**src/rtl/rngc_pkg.sv**
```systemverilog
package rngc_pkg;
  localparam int DW = 32;
  localparam int AW = 8;

  localparam logic [AW-1:0] A_CTRL  = 8'h00;
  localparam logic [AW-1:0] A_STAT  = 8'h04;
  localparam logic [AW-1:0] A_MODE  = 8'h08;
  localparam logic [AW-1:0] A_IE    = 8'h10;
  localparam logic [AW-1:0] A_ISTAT = 8'h14;
  localparam logic [AW-1:0] A_RES   = 8'h20;
  localparam logic [AW-1:0] A_AUTO  = 8'h60;
  localparam logic [AW-1:0] A_VER   = 8'hF0;

  localparam int STAT_SEEDED = 9;
  localparam int STAT_GEN    = 30;
  localparam int STAT_RESD   = 31;
  localparam int MODE_WIDE   = 3;
  localparam int IE_GIE      = 31;
  localparam int IE_SD       = 1;
  localparam int IE_RDY      = 0;
  localparam int IS_RDY      = 0;
  localparam int IS_SD       = 1;

  typedef enum logic [7:0] {
    CMD_NOP  = 8'h00,
    CMD_GEN  = 8'h01,
    CMD_SEED = 8'h02
  } cmd_e;

  typedef enum logic [1:0] {
    ST_IDLE,
    ST_SEED,
    ST_GEN
  } seq_st_e;
endpackage

```
**src/rtl/rngc_seq.sv**
```systemverilog
module rngc_seq
  import rngc_pkg::*;
#(
  parameter int NWORDS = 8,
  parameter int SEED_WORDS = 4,
  localparam int IW = $clog2(NWORDS),
  localparam int MAXW = (NWORDS > SEED_WORDS) ? NWORDS : SEED_WORDS,
  localparam int CW = $clog2(MAXW) + 1
) (
  input  logic          clk,
  input  logic          rst,
  input  logic          cmd_wr,
  input  logic [7:0]    cmd,
  input  logic          wide_sel,
  input  logic          resd_due,
  input  logic          ent_valid,
  output logic          ent_ready,
  output logic          st_seeded,
  output logic          st_gen,
  output logic          st_resd,
  output logic          word_we,
  output logic [IW-1:0] word_idx,
  output logic          seed_fin,
  output logic          gen_fin,
  output logic          gen_wide
);
  localparam logic [CW-1:0] SEED_LAST = CW'(SEED_WORDS - 1);
  localparam logic [CW-1:0] FULL_LAST = CW'(NWORDS - 1);
  localparam logic [CW-1:0] HALF_LAST = CW'(NWORDS / 2 - 1);

  seq_st_e       st;
  logic [CW-1:0] idx;
  logic          gen_pend;
  logic          wide_q;
  logic          seeded_q;
  logic [CW-1:0] gen_last;

  assign gen_last  = wide_q ? FULL_LAST : HALF_LAST;
  assign seed_fin  = (st == ST_SEED) && ent_valid && (idx == SEED_LAST);
  assign gen_fin   = (st == ST_GEN) && ent_valid && (idx == gen_last);
  assign word_we   = (st == ST_GEN) && ent_valid;
  assign word_idx  = idx[IW-1:0];
  assign ent_ready = (st != ST_IDLE);
  assign st_gen    = (st == ST_GEN);
  assign st_resd   = (st == ST_SEED);
  assign st_seeded = seeded_q;
  assign gen_wide  = wide_q;

  always_ff @(posedge clk) begin
    if (rst) begin
      st       <= ST_SEED;
      idx      <= '0;
      gen_pend <= 1'b0;
      wide_q   <= 1'b1;
      seeded_q <= 1'b0;
    end else begin
      case (st)
        ST_IDLE: begin
          if (cmd_wr) begin
            idx <= '0;
            if (cmd == CMD_GEN) begin
              wide_q <= wide_sel;
              if (resd_due) begin
                st       <= ST_SEED;
                gen_pend <= 1'b1;
              end else begin
                st <= ST_GEN;
              end
            end else if (cmd == CMD_SEED) begin
              st       <= ST_SEED;
              gen_pend <= 1'b0;
            end
          end
        end
        ST_SEED: begin
          if (ent_valid) begin
            if (seed_fin) begin
              idx      <= '0;
              seeded_q <= 1'b1;
              st       <= gen_pend ? ST_GEN : ST_IDLE;
              gen_pend <= 1'b0;
            end else begin
              idx <= idx + 1'b1;
            end
          end
        end
        ST_GEN: begin
          if (ent_valid) begin
            if (gen_fin) begin
              idx <= '0;
              st  <= ST_IDLE;
            end else begin
              idx <= idx + 1'b1;
            end
          end
        end
        default: st <= ST_IDLE;
      endcase
    end
  end
endmodule

```
**src/rtl/rngc_reseed_ctr.sv**
```systemverilog
module rngc_reseed_ctr #(
  parameter int CNT_W = 16
) (
  input  logic             clk,
  input  logic             rst,
  input  logic             clr,
  input  logic             add,
  input  logic             add_two,
  input  logic [CNT_W-1:0] limit,
  output logic             due,
  output logic [CNT_W-1:0] count
);
  localparam logic [CNT_W-1:0] MAXV = '1;

  logic [CNT_W-1:0] step;
  assign step = add_two ? CNT_W'(2) : CNT_W'(1);
  assign due  = (limit != '0) && (count >= limit);

  always_ff @(posedge clk) begin
    if (rst || clr) begin
      count <= '0;
    end else if (add) begin
      count <= (count > MAXV - step) ? MAXV : count + step;
    end
  end
endmodule

```
**src/rtl/rngc_result.sv**
```systemverilog
module rngc_result #(
  parameter int NWORDS = 8,
  parameter int WW = 32,
  localparam int IW = $clog2(NWORDS)
) (
  input  logic          clk,
  input  logic          we,
  input  logic [IW-1:0] widx,
  input  logic [WW-1:0] wdata,
  input  logic          re,
  input  logic [IW-1:0] ridx,
  output logic [WW-1:0] rdata
);
  logic [WW-1:0] mem [NWORDS];

  always_ff @(posedge clk) begin
    if (we) mem[widx] <= wdata;
    if (re) rdata <= mem[ridx];
  end
endmodule

```
**src/rtl/rngc_top.sv**
```systemverilog
module rngc_top
  import rngc_pkg::*;
#(
  parameter int NWORDS = 8,
  parameter int SEED_WORDS = 4,
  parameter int CNT_W = 16,
  parameter logic [31:0] VERSION = 32'h0000_46BC
) (
  input  logic          clk,
  input  logic          rst,
  input  logic          bus_wen,
  input  logic          bus_ren,
  input  logic [7:0]    bus_addr,
  input  logic [31:0]   bus_wdata,
  output logic [31:0]   bus_rdata,
  input  logic          ent_valid,
  input  logic [31:0]   ent_word,
  output logic          ent_ready,
  output logic          irq
);
  localparam int IW = $clog2(NWORDS);

  logic             wr_ctrl, wr_mode, wr_ie, wr_istat, wr_auto;
  logic [31:0]      ctrl_q;
  logic             wide_q, gie_q, sde_q, rde_q;
  logic             is_rdy, is_sd;
  logic [CNT_W-1:0] lim_q, req_cnt;
  logic             irq_q;
  logic             st_seeded, st_gen, st_resd;
  logic             word_we, seed_fin, gen_fin, gen_wide, resd_due;
  logic [IW-1:0]    word_idx, ridx;
  logic [AW-1:0]    res_off;
  logic             in_res, rd_sel_q;
  logic [31:0]      reg_mux, rd_q, res_q;

  assign wr_ctrl  = bus_wen && (bus_addr == A_CTRL);
  assign wr_mode  = bus_wen && (bus_addr == A_MODE);
  assign wr_ie    = bus_wen && (bus_addr == A_IE);
  assign wr_istat = bus_wen && (bus_addr == A_ISTAT);
  assign wr_auto  = bus_wen && (bus_addr == A_AUTO);

  rngc_seq #(.NWORDS(NWORDS), .SEED_WORDS(SEED_WORDS)) u_seq (
    .clk(clk), .rst(rst), .cmd_wr(wr_ctrl), .cmd(bus_wdata[7:0]),
    .wide_sel(wide_q), .resd_due(resd_due), .ent_valid(ent_valid),
    .ent_ready(ent_ready), .st_seeded(st_seeded), .st_gen(st_gen),
    .st_resd(st_resd), .word_we(word_we), .word_idx(word_idx),
    .seed_fin(seed_fin), .gen_fin(gen_fin), .gen_wide(gen_wide)
  );

  rngc_reseed_ctr #(.CNT_W(CNT_W)) u_ctr (
    .clk(clk), .rst(rst), .clr(seed_fin), .add(gen_fin),
    .add_two(gen_wide), .limit(lim_q), .due(resd_due), .count(req_cnt)
  );

  assign res_off = bus_addr - A_RES;
  assign in_res  = (res_off[1:0] == 2'b00) && (res_off[AW-1:2] < (AW-2)'(NWORDS));
  assign ridx    = res_off[IW+1:2];

  rngc_result #(.NWORDS(NWORDS), .WW(32)) u_res (
    .clk(clk), .we(word_we), .widx(word_idx), .wdata(ent_word),
    .re(bus_ren), .ridx(ridx), .rdata(res_q)
  );

  always_ff @(posedge clk) begin
    if (rst) begin
      ctrl_q <= '0;
      wide_q <= 1'b0;
      gie_q  <= 1'b0;
      sde_q  <= 1'b0;
      rde_q  <= 1'b0;
      is_rdy <= 1'b0;
      is_sd  <= 1'b0;
      lim_q  <= '0;
      irq_q  <= 1'b0;
    end else begin
      if (wr_ctrl) ctrl_q <= bus_wdata;
      if (wr_mode) wide_q <= bus_wdata[MODE_WIDE];
      if (wr_ie) begin
        gie_q <= bus_wdata[IE_GIE];
        sde_q <= bus_wdata[IE_SD];
        rde_q <= bus_wdata[IE_RDY];
      end
      if (wr_auto) lim_q <= bus_wdata[CNT_W-1:0];
      is_rdy <= gen_fin  | (is_rdy & ~(wr_istat & bus_wdata[IS_RDY]));
      is_sd  <= seed_fin | (is_sd  & ~(wr_istat & bus_wdata[IS_SD]));
      irq_q  <= gie_q & ((is_rdy & rde_q) | (is_sd & sde_q));
    end
  end

  always_comb begin
    reg_mux = '0;
    case (bus_addr)
      A_CTRL: reg_mux = ctrl_q;
      A_STAT: begin
        reg_mux[STAT_SEEDED] = st_seeded;
        reg_mux[STAT_GEN]    = st_gen;
        reg_mux[STAT_RESD]   = st_resd;
      end
      A_MODE: reg_mux[MODE_WIDE] = wide_q;
      A_IE: begin
        reg_mux[IE_GIE] = gie_q;
        reg_mux[IE_SD]  = sde_q;
        reg_mux[IE_RDY] = rde_q;
      end
      A_ISTAT: begin
        reg_mux[IS_RDY] = is_rdy;
        reg_mux[IS_SD]  = is_sd;
      end
      A_AUTO: reg_mux = 32'(lim_q);
      A_VER:  reg_mux = VERSION;
      default: reg_mux = '0;
    endcase
  end

  always_ff @(posedge clk) begin
    if (rst) begin
      rd_q     <= '0;
      rd_sel_q <= 1'b0;
    end else if (bus_ren) begin
      rd_q     <= reg_mux;
      rd_sel_q <= in_res;
    end
  end

  assign bus_rdata = rd_sel_q ? res_q : rd_q;
  assign irq       = irq_q;
endmodule

```
**config.mk**
```make
export PLATFORM = sky130hd
export DESIGN_NAME = rngc_top
export DESIGN_NICKNAME = d
export VERILOG_FILES = /design/src/rtl/rngc_pkg.sv /design/src/rtl/rngc_seq.sv /design/src/rtl/rngc_reseed_ctr.sv /design/src/rtl/rngc_result.sv /design/src/rtl/rngc_top.sv
export SDC_FILE = /design/constraint.sdc
export NUM_CORES = 1
export LEC_CHECK = 0
export ABC_AREA = 1
export ABC_CLOCK_PERIOD_IN_PS = 4450
export BUFFER_PORTS_ARGS = -buffer_cell sky130_fd_sc_hd__clkbuf_2
export CORE_ASPECT_RATIO = 0.9
export CORE_MARGIN = 2
export CORE_UTILIZATION = 35
export CTS_CLUSTER_DIAMETER = 150
export CTS_CLUSTER_SIZE = 12
export DETAILED_ROUTE_END_ITERATION = 10
export GPL_ROUTABILITY_DRIVEN = 0
export SLEW_MARGIN = 20
export SYNTH_ARGS = -nofsm -noshare
export SYNTH_HDL_FRONTEND = slang
export SYNTH_SLANG_ARGS = --single-unit
```
**constraint.sdc**
```tcl
create_clock -name clk -period 4.45 [get_ports clk]
set_input_delay 0.6675 -clock clk [delete_from_list [all_inputs] [get_ports clk]]
set_output_delay 0.6675 -clock clk [all_outputs]
set_load 0.1 [all_outputs]
```
==> results of run 1 <==
cells by family after synthesis:
| kind of cell | synth area share, % |
|---|---|
| AND/OR/NAND/NOR | 13.4 |
| flip-flops | 65.6 |
| AO/OA/AOI/OAI | 12.8 |
| buffers and inverters | 4.69 |
| adder cells (fa/ha/maj) | 2.00 |
| multiplexers | 1.15 |
| XOR/XNOR | 0.316 |
layout by cell type, fill, tap and decap left out, types with 2 or more instances in the layout:
master	netlist	layout
nor2_1	202	194
nor2_4	3	11
clkbuf_16	0	39
ha_1	25	25
nand3_1	90	90
mux2_2	17	17
a21oi_1	109	109
inv_2	3	3
edfxtp_1	288	288
a32oi_1	6	6
clkbuf_2	0	109
xor2_1	5	5
clkinv_2	1	2
nor4_1	5	5
o211ai_1	6	6
a31oi_1	13	13
nand4_1	14	14
a41oi_1	18	18
nand2_2	3	3
inv_6	0	2
inv_1	94	93
or2_2	3	3
diode_2	0	3
dfxtp_1	113	112
o21ai_0	168	168
nand2_1	200	200
o31ai_1	10	10
clkbuf_1	60	16
o21ai_1	2	2
a211oi_1	41	41
nor3_1	11	11
buf_4	4	23
worst max-delay path, stage by stage (launching register included):
cell      delay, ps
dfxtp_2         970
nand2_1         200
o21ai_0         160
clkbuf_2        500
power breakdown:
group	internal (mW)	total [mW]	switching (mW)
registers	4.07	4.12	0.0480
logic	0.192	0.775	0.583
clock network	1.62	2.97	1.35
total	5.88	7.86	1.99
layout make-up:
class	count	area share, %
repair buffers	132	3.81
diodes	3	0.0398
multi-input cells	958	26.5
flip-flops and latches	401	57.9
well taps	616	4.09
clock inverters	3	0.199
clock buffers	55	5.49
inverters	100	2.02
sequential cells by signal, summed over array words and instances, names as in the netlist:
signal           cells
rde_q                1
ctrl_q              32
lim_q               16
u_seq.st             2
rd_sel_q             1
rd_q                32
irq                  1
u_res.rdata         32
is_rdy               1
u_seq.gen_wide       1
u_ctr.count         16
sde_q                1
u_seq.idx            4
is_sd                1
wide_q               1
u_seq.st_seeded      1
gie_q                1
u_res.mem          256
u_seq.gen_pend       1
final timing paths:
kind | start | to | slack (ps) | cells past startpoint
worst max register to register | u_seq.st[0]$_SDFFE_PP1P_ | u_res.mem[6][9]$_DFFE_PP_ | 1910 | 7
worst min-delay path | bus_wdata[25] | ctrl_q[25]$_SDFFE_PP0P_ | 390 | 3
worst max-delay path | rd_sel_q$_SDFFE_PP0P_ | bus_rdata[27] | 1410 | 3
worst min register to register | ctrl_q[30]$_SDFFE_PP0P_ | ctrl_q[30]$_SDFFE_PP0P_ | 460 | 2
layer usage:
layer | global-route usage [%] | vias to the layer above | part of all wire, %
li1 | - | 5657 | -
met1 | 26.4 | 5722 | 46
met2 | 27.8 | 377 | 45
met3 | 3.20 | 53 | 6.9
met4 | 3.82 | 0 | 1.6
met5 | 0 | - | 0
metrics by stage:
step / power [mW] / hold slack (ps) / instance area (sq um) / std cells / setup WS, ps
6_report: 7.86 / 394 / 18900 / 2268 / 1410
2_1_floorplan: 4.71 / 424 / 16600 / 1548 / 923
5_1_grt: 8.17 / 401 / 18900 / 2265 / 1270
3_5_place_dp: 4.97 / 441 / 17800 / 2207 / 1200
4_1_cts: 7.94 / 365 / 18900 / 2265 / 1390
3_3_place_gp: 4.95 / 444 / 17800 / 2207 / 1230
==> summary.md, run 1 <==
| Metric | Value |
|---|---|
| PwrDens | around 420 nW/um^2 |
| Die Wd | 234 um |
| Yosys warns | 0 |
| Area contributors post-synth | edfxtp_1 (52%), dfxtp_1 (14%), o21ai_0 (5.1%) |
| Period utilization | 68.3% |
| Peak VDD IR | ~0.00029 V |
| Area Overhead vs Synth | 13.4% |
| Worst-skew pair later-pin latency | around 550 ps |
| Congestion Overflow GR | 0 |
| CTS root buf | clkbuf_16 |
| Post-route ant nets | 0 |
| Post-synth ARST share | 0% |
| Residual DRC | 0 |
| Tmin final | between 3000 and 4000 ps |
| Rows | 75 |
| Status | completed |
| Port Buffer Count | 110 |
| Max-cap violations | 0 |
| Core Util, Final | 40.4% |
| CP arrival | roughly 2400 ps |
| Clock sink total | 401 |
| Final Slew Violations | 0 |
| Post-DP HPWL | about 28000 um |
| Final wirelength | ~44000 um |
| Most frequent cell after synthesis | edfxtp_1 |
| Fin Setup TNS | 0 ps |
| Netlist cell types | 40 |
| CP Class | flop to primary output |
| Initial antenna violation count | 6 |
| Top cells by count, synth | edfxtp_1 (288), nor2_1 (202), nand2_1 (200) |
| First-pass GRT wire length | 67400 um |
| Clock Tree Buf Depth | 3 |
| Top_reg_cell synth | edfxtp_1 |
| CP max FO | 48 |
| Critical Path Sink Type | primary output |
| Initial DRC count | about 1200 |
| CTS tree | done |
| GR Util All Layers | 18.0% |
| Reg clk slew, reported paths | about 60 ps |
| Syn_area_per_cell | between 10 and 15 sq um |
| Multi-input gate area | 5000 sq um |
| Die area | between 40000 and 50000 sq um |
| TritonCTS buffer count | 39 |
| Vias in the first global route | approximately 11000 |
| DR vias/cell | about 5.2 |
| HP Class | primary input to flop |
| Pleak | about 6.5 nW |
| Post-synth EDFFs | 288 |
| Layout cell share with drive strength beyond 1 | a little over an eighth |
| Synth top area share | 52.0% |
| Number of synthesized register bits | approximately 400 |
| Mapped Area | between 15000 and 20000 sq um |
| Largest area contributor in the netlist | edfxtp_1 |
| H-tree depth | 2 |
| Part of the Yosys area used for sequential elements | between 60% and 70% |
| Storage element area | 10900 sq um |
| # hold bufs at CTS | 0 |
| Die H | 211 um |
| Hold Violations, Final | 0 |
| Synth Instances | 1548 |
| Fillers | 4447 |
| Post-DR wirelength/cell | ~20 um |
| Final setup vio count | 0 |
| CORE AREA | between 40000 and 50000 sq um |
| Setup bufs post-CTS | 0 |
| Worst slew pin tran | about 1000 ps |
| Largest net degree at the start of global routing | 68 |
| Clk_skew | roughly 22 ps |
| Synth Net Count | 1651 |
| Via count | 11800 |
| Worst endpoint required time | ~3800 ps |
| Crit start category | flop |
| Post-CTS Resized | 0 |
| Slew Limit Headroom | between 30% and 40% |
| Max frequency | approximately 330 MHz |
| Final nets | roughly 1700 |
| Starting density of the core | around 36% |
| Pre-Repair DR Iteration Count | 5 |
| # IOs | ~110 |
| RSZ-0062 raised after global routing | no |
Power figures use the tool's default switching activity.
==> run 2, diff against run 1 <==
--- a/config.mk
+++ b/config.mk
@@ -5,8 +5,8 @@
 export SDC_FILE = /design/constraint.sdc
 export NUM_CORES = 1
 export LEC_CHECK = 0
-export ABC_AREA = 1
-export ABC_CLOCK_PERIOD_IN_PS = 4450
+export ABC_AREA = 0
+export ABC_CLOCK_PERIOD_IN_PS = 3100
 export BUFFER_PORTS_ARGS = -buffer_cell sky130_fd_sc_hd__clkbuf_2
 export CORE_ASPECT_RATIO = 0.9
 export CORE_MARGIN = 2
==> constraint.sdc (replaced) <==
create_clock -name clk -period 3.1 [get_ports clk]
set_input_delay 0.465 -clock clk [delete_from_list [all_inputs] [get_ports clk]]
set_output_delay 0.465 -clock clk [all_outputs]
set_load 0.1 [all_outputs]
==> summary.md, run 2 <==
| Metric | Value |
|---|---|
| Clk_skew | 12.9 ps (-8.78 ps) |
| Hold Violations, Final | 0 (unchanged) |
| Combinational share of power | 6.9% (-3.0 points) |
| Most frequent cells in the layout | edfxtp_1 (288), nand2_1 (112), dfxtp_1 (112), clkbuf_2 (106), a21oi_1 (102) |
| Initial antenna violation count | 7 (+1) |
| Die H | 209 um (-0.81%) |
| RSZ-0062 raised after global routing | no |
| PwrDens | 576 nW/um^2 (+38%) |
| Starting density of the core | 35.3% (-0.30 points) |
| Critical Path Max Stage Delay | 540 ps (-430 ps) |
| Vias in the first global route | 9661 (-12%) |
| CP arrival | 2200 ps (-170 ps) |
| Compound-Gate Fraction of Synth Area | 5.83% (-7.0 points) |
| Internal power | 8.43 mW (+43%) |
| Most frequent cell after synthesis | edfxtp_1 |
| Multiplexer area fraction after synthesis | 13.6% (+12 points) |
| Final wirelength | 39000 um (-12%) |
| Slowest CP cell | dfxtp_2 |
| Area Overhead vs Synth | 15.3% |
| Fillers | 4257 (-4.3%) |
| Synth Instances | 1110 (-28%) |
| Multi-input gate area | 5130 sq um (+2.6%) |
| Pre-Repair DR Iteration Count | 5 (unchanged) |
| Area contributors post-synth | edfxtp_1 (53%), dfxtp_1 (14%), mux4_2 (8.8%) |
| Tmin final | approximately 2700 ps |
| Port Buffer Count | 110 (unchanged) |
| CORE AREA | 46400 sq um (-0.80%) |
| Synth Area in XOR/XNOR | 0.964% (+0.65 points) |
| Final Slew Violations | 0 (unchanged) |
| Post-synth EDFFs | 288 (unchanged) |
| Post-route ant nets | 0 (unchanged) |
| Period utilization | between 80% and 90% |
| Top cells by count, synth | edfxtp_1 (288), dfxtp_1 (113), nand2_1 (112) |
| Mapped Area | 16400 sq um (-1.6%) |
| H-tree depth | 2 (unchanged) |
| Top reg by flops | u_res.mem |
| Residual DRC | 0 (unchanged) |
| CP Class | flop to primary output |
| Post-DR wirelength/cell | 21.0 um (+7.0%) |
| Status | completed |
| Die Wd | 232 um (-0.81%) |
| Switching portion of total power | 22.4% (-2.9 points) |
| Congestion Overflow GR | 0 (unchanged) |
| HP Class | primary input to flop |
| Main combinational cell family by area after synthesis | multiplexers |
| Largest register FFs | 256 (unchanged) |
| Slew Limit Headroom | 52.2% (+21 points) |
| Synth top area share | 52.9% (+0.87 points) |
| # hold bufs at CTS | 0 (unchanged) |
| Post-DP HPWL | 24600 um (-12%) |
| Die area | 48500 sq um (-1.6%) |
| Worst slew pin tran | 716 ps (-319 ps) |
| Max-cap violations | 0 (unchanged) |
| Register share of total power | 54.1% (+1.7 points) |
| Yosys warns | 0 (unchanged) |
| Delay-heaviest family, CP | buffers and inverters |
| Post-CTS Resized | 0 (unchanged) |
| Via count | 9556 (-19%) |
| Storage element area | 10900 sq um (unchanged) |
| Worst endpoint required time | 2630 ps (-1150 ps) |
| Largest net degree at the start of global routing | 68 (unchanged) |
| Fin Setup TNS | 0 ps (unchanged) |
| GR Util All Layers | 16.2% (-1.7 points) |
| Initial DRC count | 751 (-36%) |
| CP cell instances | buf_4 -> mux2_2 -> clkbuf_2 |
| Clock sink total | 401 (unchanged) |
| Most common library cell in the layout ignoring fill and taps | edfxtp_1 |
| CTS tree | done |
| DR vias/cell | 5.15 (-1.1%) |
| # IOs | 111 (unchanged) |
| Syn_area_per_cell | 14.7 sq um (+37%) |
| Top_reg_cell synth | edfxtp_1 |
| Post-synthesis adder-cell area fraction | 2.04% (+0.033 points) |
| Pleak | 6.23 nW (-4.7%) |
| Setup bufs post-CTS | 0 (unchanged) |
| Worst-skew pair later-pin latency | 550 ps (about the same) |
| Clock Tree Buf Depth | 3 (unchanged) |
| Number of synthesized register bits | 401 (unchanged) |
| Final setup vio count | 0 (unchanged) |
| TritonCTS buffer count | 39 (unchanged) |
| CP max FO | 14 (-71%) |
| Critical Path Sink Type | primary output |
| Core Util, Final | 40.7% (+0.32 points) |
| Reg clk slew, reported paths | 60 ps (about the same) |
| Net Sw Power | 2.43 mW (+22%) |
| Simple-Gate Fraction of Synth Area | 8.52% (-4.9 points) |
| Post-synth ARST share | 0% (unchanged) |
| Part of the Yosys area used for sequential elements | 66.7% (+1.1 points) |
| First-pass GRT wire length | 59700 um (-11%) |
| Largest area contributor in the netlist | edfxtp_1 |
| Worst Path Buf+Inv | 2 (+1) |
| Layout cell share with drive strength beyond 1 | 26.8% (+14 points) |
| Netlist cell types | 59 (+48%) |
| Rows | 75 (unchanged) |
| Final nets | 1328 (-23%) |
| Max frequency | 375 MHz |
| Clock group share of total power | 39.0% (+1.2 points) |
| Peak VDD IR | 0.000341 V (+19%) |
| CTS root buf | clkbuf_16 |
| Synth Net Count | 1213 (-27%) |
| Crit start category | flop |
## run 2: final timing paths
path / start / endpoint / slack, ps / cells after the start
min reg2reg: ctrl_q[29]$_SDFFE_PP0P_ / ctrl_q[29]$_SDFFE_PP0P_ / 460 / 2
max: rd_sel_q$_SDFFE_PP0P_ / bus_rdata[12] / 430 / 3
min: bus_wdata[28] / ctrl_q[28]$_SDFFE_PP0P_ / 150 / 3
max reg2reg: lim_q[13]$_SDFFE_PP0P_ / u_seq.st[0]$_SDFFE_PP1P_ / 610 / 8
## run 2: logic make-up (layout without fill, tap and decap cells)
group / after synthesis / in the layout
flip-flops: 401 / 401
AND/OR/NAND/NOR: 282 / 282
AO/OA/AOI/OAI: 158 / 158
multiplexers: 134 / 134
buffers and inverters: 91 / 218
adder cells (fa/ha/maj): 26 / 26
XOR/XNOR: 18 / 18
other: 0 / 3
## run 2: final cells by class
class	count	share of cell area, %
tap	616	4.09
timing repair buffer	137	4.57
clock inverter	3	0.179
clock buffer	50	5.51
antenna	3	0.0398
sequential	401	57.9
multi-input combinational	618	27.2
inverter	28	0.557
## run 2: metal layers
metal  routed length (um)  vias up  GRT usage [%]
li1                     -     4409              -
met1                17700     4846           23.0
met2                17900      238           25.0
met3                 2600       53           4.05
met4                  678       10           4.33
met5                   59        -              0
## run 2: stage by stage
stage	area [sq um]	power [mW]	hold slack, ps	cells	worst slack, ps
2_1_floorplan	16400	6.47	436	1110	494
3_3_place_gp	17800	6.73	444	1800	665
3_5_place_dp	17800	6.74	450	1800	602
4_1_cts	18800	11.0	122	1853	397
5_1_grt	18800	11.2	145	1853	356
6_report	18900	10.9	150	1856	433
## run 2: worst min-delay path, delay by kind of cell
family | cells | cell delay, ps
simple gates | 1 | 50
buf+inv | 1 | 80
compound gates | 1 | 50
## run 2: power groups by stage
| stage | clock network, mW | registers [mW] | logic [mW] |
|---|---|---|---|
| detailed placement | 0 | 5.99 | 0.747 |
| floorplan | 0 | 5.97 | 0.501 |
| global route | 4.54 | 5.89 | 0.803 |
| finish | 4.23 | 5.88 | 0.746 |
| global placement | 0 | 5.99 | 0.735 |
| CTS | 4.34 | 5.88 | 0.751 |
==> run 3, diff against run 2 <==
--- a/config.mk
+++ b/config.mk
@@ -8,7 +8,7 @@
 export ABC_AREA = 0
 export ABC_CLOCK_PERIOD_IN_PS = 3100
 export BUFFER_PORTS_ARGS = -buffer_cell sky130_fd_sc_hd__clkbuf_2
-export CORE_ASPECT_RATIO = 0.9
+export CORE_ASPECT_RATIO = 1.5
 export CORE_MARGIN = 2
 export CORE_UTILIZATION = 35
 export CTS_CLUSTER_DIAMETER = 150
==> summary.md, run 3 (same netlist as run 2, synthesis figures left out) <==
| Metric | Value |
|---|---|
| Status | completed |
| Hold Violations, Final | 0 (unchanged) |
| Critical Path Sink Type | primary output |
| Die Wd | 180 um (-22%) |
| FF-to-FF setup slack | 610 ps (about the same) |
| Via count | 9539 (-0.18%) |
| Final setup margin | 498 ps (+64.8 ps) |
| TritonCTS buffer count | 39 (unchanged) |
| GR Util All Layers | 15.6% (-0.64 points) |
| Most frequent cells in the layout | edfxtp_1 (288), dfxtp_1 (113), nand2_1 (112), clkbuf_2 (105), a21oi_1 (102) |
| CORE AREA | 46500 sq um (+0.27%) |
| CTS tree | done |
| Largest register FFs | 256 (unchanged) |
| Pre-Repair DR Iteration Count | 7 (+2) |
| Worst hold start | bus_wdata[24] |
| Layout cell share with drive strength beyond 1 | 26.5% (-0.31 points) |
| Max frequency | 384 MHz (+2.5%) |
| Clk_skew | 18.8 ps (+5.84 ps) |
| Worst endpoint required time | 2630 ps (about the same) |
| Residual DRC | 0 (unchanged) |
| # hold bufs at CTS | 0 (unchanged) |
| Critical R2R Launch | u_seq.gen_wide$_SDFFE_PP1P_ |
| Port Buffer Count | 110 (unchanged) |
| CP arrival | 2140 ps (-60 ps) |
| Slew Limit Headroom | 50.7% (-1.6 points) |
| DR vias/cell | 5.20 (+0.96%) |
| Peak VDD IR | 0.000334 V (-2.1%) |
| Rows | 97 (+29%) |
| Final Slew Violations | 0 (unchanged) |
| # IOs | 111 (unchanged) |
| Top reg by flops | u_res.mem |
| Die H | 269 um (+29%) |
| CP Class | flop to primary output |
| Die area | 48500 sq um (about the same) |
| Starting density of the core | 35.2% (-0.096 points) |
| Final setup vio count | 0 (unchanged) |
| Crit Reg-Reg Endpoint | u_ctr.count[14]$_SDFFE_PP0P_ |
| Post-CTS Resized | 0 (unchanged) |
| Tmin final | 2600 ps (-64.8 ps) |
| Post-route ant nets | 0 (unchanged) |
| Setup bufs post-CTS | 0 (unchanged) |
| Fin Setup TNS | 0 ps (unchanged) |
| Final wirelength | 37800 um (-3.0%) |
| H-tree depth | 2 (unchanged) |
| Period utilization | 83.9% (-2.1 points) |
| Worst slew pin tran | 740 ps (+23.5 ps) |
| Clock sink total | 401 (unchanged) |
| Congestion Overflow GR | 0 (unchanged) |
| Initial antenna violation count | 6 (-1) |
| Clock Tree Buf Depth | 3 (unchanged) |
| Post-DR wirelength/cell | 20.6 um (-1.9%) |
| Worst-skew pair later-pin latency | 550 ps (about the same) |
| Worst-case reg-to-reg path depth | 9 (+1) |
| Largest net degree at the start of global routing | 68 (unchanged) |
| HP Class | primary input to flop |
| First-pass GRT wire length | 58300 um (-2.2%) |
| PwrDens | 579 nW/um^2 (+0.62%) |
| Max-cap violations | 0 (unchanged) |
| RSZ-0062 raised after global routing | no |
| Initial DRC count | 807 (+7.5%) |
| Worst hold path stage count | 3 (unchanged) |
| Pleak | 6.21 nW (-0.34%) |
| Most common library cell in the layout ignoring fill and taps | edfxtp_1 |
| Post-DP HPWL | 23500 um (-4.7%) |
| Worst slack, placed | 587 ps (-15.7 ps) |
| Reg clk slew, reported paths | 70 ps (about the same) |
| Hold EP | ctrl_q[24]$_SDFFE_PP0P_ |
| Crit start category | flop |
| Vias in the first global route | 9838 (+1.8%) |
| CTS root buf | clkbuf_16 |
| Area Overhead vs Synth | 14.8% |
| Final nets | 1327 (-0.075%) |
| CP max FO | 33 (+19) |
| Core Util, Final | 40.4% (-0.30 points) |
## run 3: cell count changes in the layout (fill, tap and decap cells not counted), moves of 2 or more
cell,change
diode_2,-2
buf_4,+5
buf_12,-6
clkinv_16,+2
clkbuf_1,+5
## run 3: report_power, final
group	switching (mW)	internal (mW)
combinational	0.468	0.269
sequential	0.0576	5.82
clock	1.93	2.33
total	2.45	8.42
## run 3: worst max-delay path by stage
stage                                     start                            to  depth (start not counted)
finish                    rd_sel_q$_SDFFE_PP0P_                 bus_rdata[18]                          3
global route        u_seq.gen_wide$_SDFFE_PP1P_  u_ctr.count[14]$_SDFFE_PP0P_                          9
CTS                       rd_sel_q$_SDFFE_PP0P_                 bus_rdata[18]                          3
detailed placement  u_seq.gen_wide$_SDFFE_PP1P_  u_ctr.count[14]$_SDFFE_PP0P_                          9
global placement    u_seq.gen_wide$_SDFFE_PP1P_  u_ctr.count[14]$_SDFFE_PP0P_                          9
floorplan              u_seq.st[0]$_SDFFE_PP1P_     u_res.mem[7][0]$_DFFE_PP_                          4
## run 3: cell type report
| class | instances | area (sq um) |
|---|---|---|
| Tap cell | 594 | 743 |
| Inverter | 28 | 105 |
| Antenna cell | 1 | 2.50 |
| Multi-Input combinational cell | 618 | 5130 |
| Clock buffer | 54 | 1030 |
| Clock inverter | 3 | 68.8 |
| Sequential cell | 401 | 10900 |
| Timing Repair Buffer | 136 | 778 |
| Fill cell | 4249 | 27700 |
## run 3: worst max-delay path, stage by stage (launching register included)
cell      delay [ps]
dfxtp_1          310
buf_4            450
mux2_2           450
clkbuf_2         380
## run 3: per-layer routing
layer	GRT usage [%]	vias up	routed length, um
met1	18.8	4829	15300
met3	2.98	66	1980
met2	27.9	227	19400
met4	5.56	10	1040
li1	-	4407	-
met5	0	-	66
## run 3: per-stage QoR
step	instance area, sq um	cells	hold WS (ps)	power [mW]
2_1_floorplan	16400	1110	436	6.47
3_3_place_gp	17700	1777	443	6.73
3_5_place_dp	17700	1777	448	6.74
4_1_cts	18800	1834	125	11.0
5_1_grt	18800	1835	141	11.3
6_report	18800	1835	148	10.9
